## src/rtl/acc_cpu_pkg.sv

```systemverilog
package acc_cpu_pkg;

    localparam logic [3:0] OP_JNS    = 4'h0;
    localparam logic [3:0] OP_LOAD   = 4'h1;
    localparam logic [3:0] OP_STORE  = 4'h2;
    localparam logic [3:0] OP_ADD    = 4'h3;
    localparam logic [3:0] OP_SUBT   = 4'h4;
    localparam logic [3:0] OP_HALT   = 4'h7;
    localparam logic [3:0] OP_SKIP   = 4'h8;
    localparam logic [3:0] OP_JUMP   = 4'h9;
    localparam logic [3:0] OP_CLEAR  = 4'hA;
    localparam logic [3:0] OP_ADDI   = 4'hB;
    localparam logic [3:0] OP_JUMPI  = 4'hC;
    localparam logic [3:0] OP_LOADI  = 4'hD;
    localparam logic [3:0] OP_STOREI = 4'hE;

    typedef enum logic [2:0] {
        BUS_NONE,
        BUS_PC,
        BUS_IRA,
        BUS_MBR,
        BUS_AC,
        BUS_MEM
    } bus_src_e;

    typedef enum logic [2:0] {
        ALU_PASS,
        ALU_ADD,
        ALU_SUB,
        ALU_CLR,
        ALU_ONE
    } alu_op_e;

    typedef enum logic [1:0] {
        PH_FETCH_A,
        PH_FETCH_B,
        PH_EXEC,
        PH_STOP
    } phase_e;

    typedef struct packed {
        bus_src_e src;
        alu_op_e  alu;
        logic     ld_mar;
        logic     ld_mbr;
        logic     ld_ir;
        logic     ld_pc;
        logic     ld_ac;
        logic     pc_inc;
        logic     mem_we;
        logic     last;
        logic     halt;
    } ctrl_t;

endpackage

```

## src/rtl/acc_cpu_alu.sv

```systemverilog
module acc_cpu_alu
    import acc_cpu_pkg::*;
#(
    parameter int DATA_W = 16
) (
    input  alu_op_e           op,
    input  logic [DATA_W-1:0] acc,
    input  logic [DATA_W-1:0] bus,
    output logic [DATA_W-1:0] y
);
    always_comb begin
        case (op)
            ALU_ADD: y = acc + bus;
            ALU_SUB: y = acc - bus;
            ALU_CLR: y = '0;
            ALU_ONE: y = DATA_W'(1);
            default: y = bus;
        endcase
    end
endmodule

```

## src/rtl/acc_cpu_skip.sv

```systemverilog
module acc_cpu_skip #(
    parameter int DATA_W = 16
) (
    input  logic [1:0]        cond,
    input  logic [DATA_W-1:0] acc,
    output logic              hit
);
    logic neg, zero;

    always_comb begin
        neg  = acc[DATA_W-1];
        zero = (acc == '0);
        case (cond)
            2'b00:   hit = neg;
            2'b01:   hit = zero;
            2'b10:   hit = !neg && !zero;
            default: hit = 1'b0;
        endcase
    end
endmodule

```

## src/rtl/acc_cpu_ctrl.sv

```systemverilog
module acc_cpu_ctrl
    import acc_cpu_pkg::*;
#(
    parameter int STEP_W = 3
) (
    input  phase_e            phase,
    input  logic [STEP_W-1:0] step,
    input  logic [3:0]        opc,
    input  logic              skip_hit,
    output ctrl_t             ctrl
);
    always_comb begin
        ctrl        = '0;
        ctrl.src    = BUS_NONE;
        ctrl.alu    = ALU_PASS;
        case (phase)
            PH_FETCH_A: begin
                ctrl.src    = BUS_PC;
                ctrl.ld_mar = 1'b1;
            end
            PH_FETCH_B: begin
                ctrl.src    = BUS_MEM;
                ctrl.ld_ir  = 1'b1;
                ctrl.pc_inc = 1'b1;
            end
            PH_EXEC: begin
                case (opc)
                    OP_LOAD, OP_ADD, OP_SUBT: begin
                        case (step)
                            3'd0: begin ctrl.src = BUS_IRA; ctrl.ld_mar = 1'b1; end
                            3'd1: begin ctrl.src = BUS_MEM; ctrl.ld_mbr = 1'b1; end
                            default: begin
                                ctrl.src   = BUS_MBR;
                                ctrl.ld_ac = 1'b1;
                                ctrl.alu   = (opc == OP_LOAD) ? ALU_PASS :
                                             (opc == OP_ADD)  ? ALU_ADD : ALU_SUB;
                                ctrl.last  = 1'b1;
                            end
                        endcase
                    end
                    OP_STORE: begin
                        case (step)
                            3'd0: begin ctrl.src = BUS_IRA; ctrl.ld_mar = 1'b1; end
                            3'd1: begin ctrl.src = BUS_AC;  ctrl.ld_mbr = 1'b1; end
                            default: begin
                                ctrl.src    = BUS_MBR;
                                ctrl.mem_we = 1'b1;
                                ctrl.last   = 1'b1;
                            end
                        endcase
                    end
                    OP_LOADI, OP_ADDI, OP_STOREI, OP_JUMPI: begin
                        case (step)
                            3'd0: begin ctrl.src = BUS_IRA; ctrl.ld_mar = 1'b1; end
                            3'd1: begin ctrl.src = BUS_MEM; ctrl.ld_mbr = 1'b1; end
                            3'd2: begin
                                ctrl.src = BUS_MBR;
                                if (opc == OP_JUMPI) begin
                                    ctrl.ld_pc = 1'b1;
                                    ctrl.last  = 1'b1;
                                end else begin
                                    ctrl.ld_mar = 1'b1;
                                end
                            end
                            3'd3: begin
                                ctrl.src    = (opc == OP_STOREI) ? BUS_AC : BUS_MEM;
                                ctrl.ld_mbr = 1'b1;
                            end
                            default: begin
                                ctrl.src  = BUS_MBR;
                                ctrl.last = 1'b1;
                                if (opc == OP_STOREI) begin
                                    ctrl.mem_we = 1'b1;
                                end else begin
                                    ctrl.ld_ac = 1'b1;
                                    ctrl.alu   = (opc == OP_ADDI) ? ALU_ADD : ALU_PASS;
                                end
                            end
                        endcase
                    end
                    OP_JNS: begin
                        case (step)
                            3'd0: begin ctrl.src = BUS_PC;  ctrl.ld_mbr = 1'b1; end
                            3'd1: begin ctrl.src = BUS_IRA; ctrl.ld_mar = 1'b1; end
                            3'd2: begin ctrl.src = BUS_MBR; ctrl.mem_we = 1'b1; end
                            3'd3: begin ctrl.src = BUS_IRA; ctrl.ld_mbr = 1'b1; end
                            3'd4: begin ctrl.alu = ALU_ONE; ctrl.ld_ac  = 1'b1; end
                            3'd5: begin
                                ctrl.src   = BUS_MBR;
                                ctrl.alu   = ALU_ADD;
                                ctrl.ld_ac = 1'b1;
                            end
                            default: begin
                                ctrl.src   = BUS_AC;
                                ctrl.ld_pc = 1'b1;
                                ctrl.last  = 1'b1;
                            end
                        endcase
                    end
                    OP_HALT: begin
                        ctrl.halt = 1'b1;
                        ctrl.last = 1'b1;
                    end
                    OP_SKIP: begin
                        ctrl.pc_inc = skip_hit;
                        ctrl.last   = 1'b1;
                    end
                    OP_JUMP: begin
                        ctrl.src   = BUS_IRA;
                        ctrl.ld_pc = 1'b1;
                        ctrl.last  = 1'b1;
                    end
                    OP_CLEAR: begin
                        ctrl.alu   = ALU_CLR;
                        ctrl.ld_ac = 1'b1;
                        ctrl.last  = 1'b1;
                    end
                    default: ctrl.last = 1'b1;
                endcase
            end
            default: ;
        endcase
    end
endmodule

```

## src/rtl/acc_cpu_core.sv

```systemverilog
module acc_cpu_core
    import acc_cpu_pkg::*;
#(
    parameter int DATA_W    = 16,
    parameter int ADDR_W    = 12,
    parameter int MAX_STEPS = 7
) (
    input  logic              clk,
    input  logic              rst_n,
    output logic [ADDR_W-1:0] mem_addr,
    output logic              mem_we,
    output logic [DATA_W-1:0] mem_wdata,
    input  logic [DATA_W-1:0] mem_rdata,
    output logic              halted
);
    localparam int OPC_W  = DATA_W - ADDR_W;
    localparam int STEP_W = $clog2(MAX_STEPS);
    localparam int PAD_W  = DATA_W - ADDR_W;

    typedef struct packed {
        logic [ADDR_W-1:0] pc;
        logic [ADDR_W-1:0] mar;
        logic [DATA_W-1:0] ac;
        logic [DATA_W-1:0] mbr;
        logic [DATA_W-1:0] ir;
        phase_e            phase;
        logic [STEP_W-1:0] step;
        logic              halted;
    } core_t;

    core_t             s_q, s_d;
    ctrl_t             ctrl;
    logic [DATA_W-1:0] bus;
    logic [DATA_W-1:0] alu_y;
    logic              skip_hit;
    logic [OPC_W-1:0]  opc;

    assign opc = s_q.ir[DATA_W-1 -: OPC_W];

    acc_cpu_ctrl #(.STEP_W(STEP_W)) u_ctrl (
        .phase    (s_q.phase),
        .step     (s_q.step),
        .opc      (opc),
        .skip_hit (skip_hit),
        .ctrl     (ctrl)
    );

    acc_cpu_skip #(.DATA_W(DATA_W)) u_skip (
        .cond (s_q.ir[ADDR_W-1 -: 2]),
        .acc  (s_q.ac),
        .hit  (skip_hit)
    );

    acc_cpu_alu #(.DATA_W(DATA_W)) u_alu (
        .op  (ctrl.alu),
        .acc (s_q.ac),
        .bus (bus),
        .y   (alu_y)
    );

    // shared bus: exactly one source per cycle
    always_comb begin
        case (ctrl.src)
            BUS_PC:  bus = {{PAD_W{1'b0}}, s_q.pc};
            BUS_IRA: bus = {{PAD_W{1'b0}}, s_q.ir[ADDR_W-1:0]};
            BUS_MBR: bus = s_q.mbr;
            BUS_AC:  bus = s_q.ac;
            BUS_MEM: bus = mem_rdata;
            default: bus = '0;
        endcase
    end

    always_comb begin
        s_d = s_q;
        if (ctrl.ld_mar) s_d.mar = bus[ADDR_W-1:0];
        if (ctrl.ld_mbr) s_d.mbr = bus;
        if (ctrl.ld_ir)  s_d.ir  = bus;
        if (ctrl.ld_ac)  s_d.ac  = alu_y;
        if (ctrl.ld_pc)  s_d.pc  = bus[ADDR_W-1:0];
        if (ctrl.pc_inc) s_d.pc  = s_q.pc + ADDR_W'(1);
        case (s_q.phase)
            PH_FETCH_A: s_d.phase = PH_FETCH_B;
            PH_FETCH_B: begin
                s_d.phase = PH_EXEC;
                s_d.step  = '0;
            end
            PH_EXEC: begin
                if (ctrl.halt) begin
                    s_d.phase  = PH_STOP;
                    s_d.halted = 1'b1;
                end else if (ctrl.last) begin
                    s_d.phase = PH_FETCH_A;
                    s_d.step  = '0;
                end else begin
                    s_d.step = s_q.step + STEP_W'(1);
                end
            end
            default: s_d.phase = PH_STOP;
        endcase
    end

    always_ff @(posedge clk or negedge rst_n) begin
        if (!rst_n) begin
            s_q       <= '0;
            s_q.phase <= PH_FETCH_A;
        end else begin
            s_q <= s_d;
        end
    end

    // memory sees the address register's next value, so read data
    // is ready in the step after the address register is loaded
    assign mem_addr  = s_d.mar;
    assign mem_we    = ctrl.mem_we;
    assign mem_wdata = bus;
    assign halted    = s_q.halted;

    assert_reset_quiet_R1: assert property (@(posedge clk) !rst_n |-> !mem_we && !halted);
    assert_pc_advance_R2: assert property (@(posedge clk) disable iff (!rst_n)
        s_q.phase == PH_FETCH_B |=> s_q.pc == $past(s_q.pc) + ADDR_W'(1));
    assert_ir_capture_R2: assert property (@(posedge clk) disable iff (!rst_n)
        s_q.phase == PH_FETCH_B |=> s_q.ir == $past(mem_rdata));
    assert_write_in_exec_R3: assert property (@(posedge clk) disable iff (!rst_n)
        mem_we |-> s_q.phase == PH_EXEC);
    assert_ret_word_R8: assert property (@(posedge clk) disable iff (!rst_n)
        (s_q.phase == PH_EXEC && opc == OP_JNS && s_q.step == STEP_W'(2))
        |-> mem_we && mem_wdata == {{PAD_W{1'b0}}, s_q.pc});
    assert_halt_sticky_R11: assert property (@(posedge clk) disable iff (!rst_n)
        halted |=> halted);
    assert_halt_no_write_R11: assert property (@(posedge clk) disable iff (!rst_n)
        halted |-> !mem_we);
    assert_halt_addr_hold_R11: assert property (@(posedge clk) disable iff (!rst_n)
        halted |=> $stable(mem_addr));
    assert_step_bound_R12: assert property (@(posedge clk) disable iff (!rst_n)
        s_q.phase == PH_EXEC |-> int'(s_q.step) < MAX_STEPS);
endmodule

```

## config.mk

```make
export PLATFORM = sky130hd
export DESIGN_NAME = acc_cpu_core
export DESIGN_NICKNAME = d
export VERILOG_FILES = /design/src/rtl/acc_cpu_pkg.sv /design/src/rtl/acc_cpu_alu.sv /design/src/rtl/acc_cpu_skip.sv /design/src/rtl/acc_cpu_ctrl.sv /design/src/rtl/acc_cpu_core.sv
export SDC_FILE = /design/constraint.sdc
export NUM_CORES = 1
export LEC_CHECK = 0
export ABC_AREA = 0
export CAP_MARGIN = 20
export CORE_MARGIN = 4
export CORE_UTILIZATION = 40
export CTS_CLUSTER_SIZE = 12
export DETAILED_ROUTE_END_ITERATION = 10
export DONT_BUFFER_PORTS = 1
export PLACE_DENSITY_LB_ADDON = 0.05
export SETUP_SLACK_MARGIN = 0.5
export SLEW_MARGIN = 0
export SYNTH_ARGS = -nofsm -noshare
export SYNTH_HDL_FRONTEND = slang
export SYNTH_SLANG_ARGS = --single-unit
```

## constraint.sdc

```tcl
create_clock -name clk -period 7.56 [get_ports clk]
set_input_delay 1.512 -clock clk [delete_from_list [all_inputs] [get_ports clk]]
set_output_delay 1.512 -clock clk [all_outputs]
set_load 0.02 [all_outputs]
```

-- Yosys cells after proc, flatten, opt, wreduce, memory -nomap -nowiden
Cells that the tools add are included.
- flip-flop bits (word level): 78
- add/sub/neg operators: 4
- mux-type cells: 59
- equal/unequal tests: 32
- reduce and logical (&&, ||, !) cells: 23
- operators by type and width (operator ; number):
    $pmux 16 s5 ; 1
    $pmux 16 s4 ; 1
    $mux 12 ; 3
    $eq 4x4->1 const B ; 7
    $mux 3 ; 8
    $pmux 3 s2 ; 4
    $pmux 3 s4 ; 2
    $mux 1 ; 21
    $eq 3x2->1 const B ; 6
    $pmux 3 s3 ; 2
    $add 16x16->16 ; 1
    $logic_not 16->1 ; 1
    $sub 16x16->16 ; 1
    $eq 3x3->1 const B ; 5
    $pmux 3 s5 ; 1
    $add 12x1->12 const B ; 1
    $pmux 2 s3 ; 2
    $reduce_or 4->1 ; 3
    $mux 2 ; 5
    $reduce_or 2->1 ; 5
    $eq 3x1->1 const B ; 3
    $pmux 1 s3 ; 3
    $eq 4x2->1 const B ; 2
    $eq 4x3->1 const B ; 2
    17 further kinds ; 28

-- Depth between registers and ports, before layout
- depth in word-level cells: 9
- depth in mapped cells: 27
- gate-level depth less buffers: 25

-- Hierarchy
Synthesis repeated with hierarchy kept, for this count alone.
- cells, all modules: 673
- area total of the unflattened synthesis: 6427.4 µm²
- modules (own cells, without submodules) (module ; instances ; cells an instance ; area an instance (µm²) ; seq. area each (µm²)):
    acc_cpu_core ; 1 ; 329 ; 4098.9 ; 1951.9
    acc_cpu_alu ; 1 ; 199 ; 1368.8 ; 0.0
    acc_cpu_ctrl ; 1 ; 135 ; 889.6 ; 0.0
    acc_cpu_skip ; 1 ; 10 ; 70.1 ; 0.0

-- Least setup slack after synthesis
No wires, ideal clock.
- path type: register -> register
- start point: register s_q[3] (netlist name)
- end point: register s_q[53] (netlist name)
- required time: 7.430 ns
- stages on the path, launching flop included: 26
- setup time: 0.130 ns
- data arrival time: 5.248 ns
- slack: 2.182 ns
- cells stage by stage: dfrtp_1 buf_4 inv_1 ha_1 nor4_1 a21oi_2 a21oi_4 buf_2 mux2i_1 nor2_1 a211oi_4 ha_1 a21oi_1 ha_1 nor2b_1 or3_1 a21oi_1 o21ai_0 a41oi_1 a21oi_1 a31o_2 a31o_2 nand2b_1 a21oi_1 a311oi_1 nand3_1
- longest elaborated chain between the ends: 9
- elaborated cells between the ends (all ways): 40
- classes of those cells: add/sub: 2; eq/ne: 14; mux: 18; reduce/logical: 6
- RTL lines (element ; line ; RTL):
    start: declaration ; acc_cpu_core.sv:31 ; core_t s_q, s_d;
    $eq 3x2->1, or another cell as far along ; acc_cpu_ctrl.sv:53, acc_cpu_ctrl.sv:82 ;
    $reduce_or 2->1 (no source line) ; - ;
    $pmux 3 s4 ; acc_cpu_ctrl.sv:82 ; case (step)
    $pmux 3 s5 ; acc_cpu_ctrl.sv:27 ; case (opc)
    $pmux 3 s3 ; acc_cpu_ctrl.sv:16 ; case (phase)
    $eq 3x3->1, or another cell as far along ; acc_cpu_core.sv:63 ; case (ctrl.src)
    $pmux 16 s5 ; acc_cpu_core.sv:63 ;
    $sub 16x16->16 or $add 16x16->16 (tied branches) ; acc_cpu_alu.sv:14, acc_cpu_alu.sv:13 ;
    $pmux 16 s4 ; acc_cpu_alu.sv:12 ; case (op)
Several ways; a longest one is shown, not always the timed one.
A chain may end at the register's enable or synchronous reset.

-- Final worst setup path
Ends and elaborated chain as after synthesis.

==> run metrics <==
CP startpoint=s_q[3]; fraction of registers with async set/reset=100%; CTS tree=done; register area share after synthesis=32.8%; Setup violations, final=0; max_cap viols=0; Worst R2R Setup Slack=1.15 ns; Final HPWL DP=12,600 um; # DRC=0; min Tclk post-route=6.41 ns; most common cell after layout, fill and taps aside=dfrtp_1; Fillers=1,498; dpl cells=832; largest net degree at the start of global routing=79; Die Y=130 um; Top Ports=48; Peak Freq=156 MHz; Fin Setup TNS=0 ns; Final #Nets=705; die area=16,900 um^2; CP most frequent cell=a21oi_1; most frequent cells in the layout=dfrtp_1 (78), nor2_1 (73), a21oi_1 (63); Slew Limit Fails=0; Finished Cell Area=6250 um^2; final hold viol count=0; critical-path cell list=inv_1 > ha_1 > nor4_1 > a21oi_2 > a21oi_4 > or2_4 > nor2b_4 > a221oi_2 > nand4_2 > o21ai_0 > xnor2_1 > ha_1 > a21oi_1 > o21ai_0 > a41oi_1 > a21oi_1 > a31o_2 > a31o_2 > nand2b_1 > a21oi_1 > a311oi_1 > nand3_1; CP max stage cell=dfrtp_1; GRT Residual Overflow=0; number of synthesized flops with an enable pin=0; status=finished, final reports clean; FF-to-FF path depth=22; post-synthesis register bit count=78; Tcrit/Tclk final=84.7%; HP Class=register to register; Initial Util=40.9%; Std-Cell Rows=44; vias in the first global route=4,847; wire per inst=20.6 um; Max Buffers Root-to-Sink=2; critical path's top delay family=compound AO/OA/AOI/OAI gates; share of layout cells above drive strength 1=10.5%; endpoint class of the critical path=register; critical path type=register to register; htree depth=3; CTS sink count=78; Clock Skew=0.0108 ns; worst setup path end=s_q[53]; P&R area growth vs syn=4.98%; Critical R2R Capture=s_q[53]; top_reg_cell synth=dfrtp_1; Mapped Cells=692; GRT Total Usage=21.1%; Via Count=5,081; DR iter-0 viols=395; initial antenna violation count=0; Pre-Repair DR Iteration Count=5; first-pass GRT wire length=27,400 um; core area=14,500 um^2; antenna-violating nets left=0; Routability Congestion=0.892; r2r startpoint=s_q[3]; post-CTS setup buffer count=0; Netlist Area Pre-Place=5950 um^2; total CTS buffers=9; WP depth=22; drt via density=5.98; Max-slew headroom=36.2%; clk slew on worst S/H paths=0.06 ns; clock root buffer=clkbuf_16; RSZ-0062 raised after global routing=false; final WL=17,500 um; IO buf count=0; syn nets=737; Avg Inst Size Synth=8.60 um^2; Yosys Warn Count=0; WP buf/inv=1; Worst-Margin Slew=0.956 ns; clock latency at the later pin of the worst-skew pair=0.35 ns; post-route insts no fill=849; Crit path arrival time=6.63 ns; CP Launch Type=register; Max FO, Critical Path=16; hold_sp=s_q[32]; synth unique cells=75; Ant. Diodes=0; Chip Width=130 um; WP data required=7.78 ns; Cell Area, Placed=5960 um^2; CP max stage delay=0.63 ns
[synthesized netlist by cell type (all sizes together) (4+ instances only)]
| library cell | n | share of area (%) |
|---|---|---|
| o21ai | 34 | 2.9 |
| a22oi | 8 | 1.0 |
| ha | 26 | 5.5 |
| o22ai | 17 | 1.8 |
| a21o | 7 | 0.88 |
| xnor2 | 25 | 3.7 |
| nor3 | 10 | 0.84 |
| and3 | 10 | 1.1 |
| nand3 | 18 | 1.7 |
| nor2b | 14 | 1.6 |
| dfrtp | 78 | 33 |
| a32oi | 4 | 0.59 |
| inv | 45 | 2.8 |
| a21oi | 68 | 6.0 |
| nor2 | 73 | 4.6 |
| nor4 | 10 | 1.4 |
| o31ai | 4 | 0.59 |
| nand2b | 14 | 1.5 |
| clkbuf | 22 | 1.4 |
| or3 | 4 | 0.42 |
| o21a | 8 | 1.0 |
| o221ai | 7 | 1.0 |
| mux2 | 15 | 2.8 |
| a221o | 4 | 0.67 |
| buf | 28 | 3.3 |
| mux2i | 17 | 2.9 |
| nor3b | 4 | 0.59 |
| a31oi | 11 | 1.2 |
| nand2 | 47 | 3.0 |
| xor2 | 4 | 0.59 |
| a211oi | 6 | 1.4 |
| a221oi | 11 | 2.5 |
[repair_timing]
item / CTS / global route
setup endpoints to repair: 0 / 1
gates resized for setup: 0 / 1
hold buffers: 0 / 0
[sequential cells by signal, indices dropped and copies added (netlist names)]
register,flops
s_q,73
halted,1
opc,4
[worst min-delay path by stage]
stage | endpoint | slack [ns] | cells after the start
floorplan | s_q[54] | 0.47 | 1
global placement | s_q[32] | 0.50 | 1
detailed placement | s_q[32] | 0.50 | 1
CTS | s_q[32] | 0.51 | 1
global route | s_q[32] | 0.53 | 1
finish | s_q[32] | 0.51 | 1
[worst register-to-register path: stages, from the launching register on]
cell,delay [ns]
dfrtp_1,0.63
inv_1,0.18
ha_1,0.33
nor4_1,0.43
a21oi_2,0.13
a21oi_4,0.54
or2_4,0.35
nor2b_4,0.15
a221oi_2,0.60
nand4_2,0.39
o21ai_0,0.32
xnor2_1,0.10
ha_1,0.35
a21oi_1,0.14
o21ai_0,0.13
a41oi_1,0.31
a21oi_1,0.15
a31o_2,0.29
a31o_2,0.27
nand2b_1,0.10
a21oi_1,0.07
a311oi_1,0.23
nand3_1,0.11
[metrics by stage]
stage,util [%],hold slack (ns),worst slack [ns]
6_report,43.0,0.513,1.15
5_1_grt,43.0,0.528,0.612
4_1_cts,42.8,0.515,0.962
3_5_place_dp,41.0,0.501,1.02
3_3_place_gp,41.0,0.497,1.21
2_1_floorplan,-,0.471,2.18
[cells by family after synthesis]
logic type | synth area share (%)
muxes | 5.70
adders and majority gates | 5.80
xor gates and xnor gates | 4.27
DFF | 32.8
AOI/OAI and AO/OA | 25.9
and+or+nand+nor | 18.0
buffers and inverters | 7.49
[final cells by class]
type / count / area (um^2) / area share (%)
inverter: 45 / 169 / 2.70
tap: 184 / 230 / 3.69
sequential: 78 / 1950 / 31.2
clock inverter: 6 / 38.8 / 0.621
clock buffer: 10 / 229 / 3.67
multi-input combinational: 519 / 3570 / 57.1
timing repair buffer: 7 / 60.1 / 0.961
[per-layer routing]
layer	wire length [um]	vias up	share of wire [%]	global-route usage, %
met5	0	-	0	0
met4	418	0	2.4	7.40
met3	921	24	5.3	3.44
met2	8240	163	47	34.0
met1	7880	2462	45	28.9
li1	-	2432	-	-
Power is left out: the tool's default activity adds up to more than one toggle a clock period on the data nets, which glitch-free logic cannot reach.
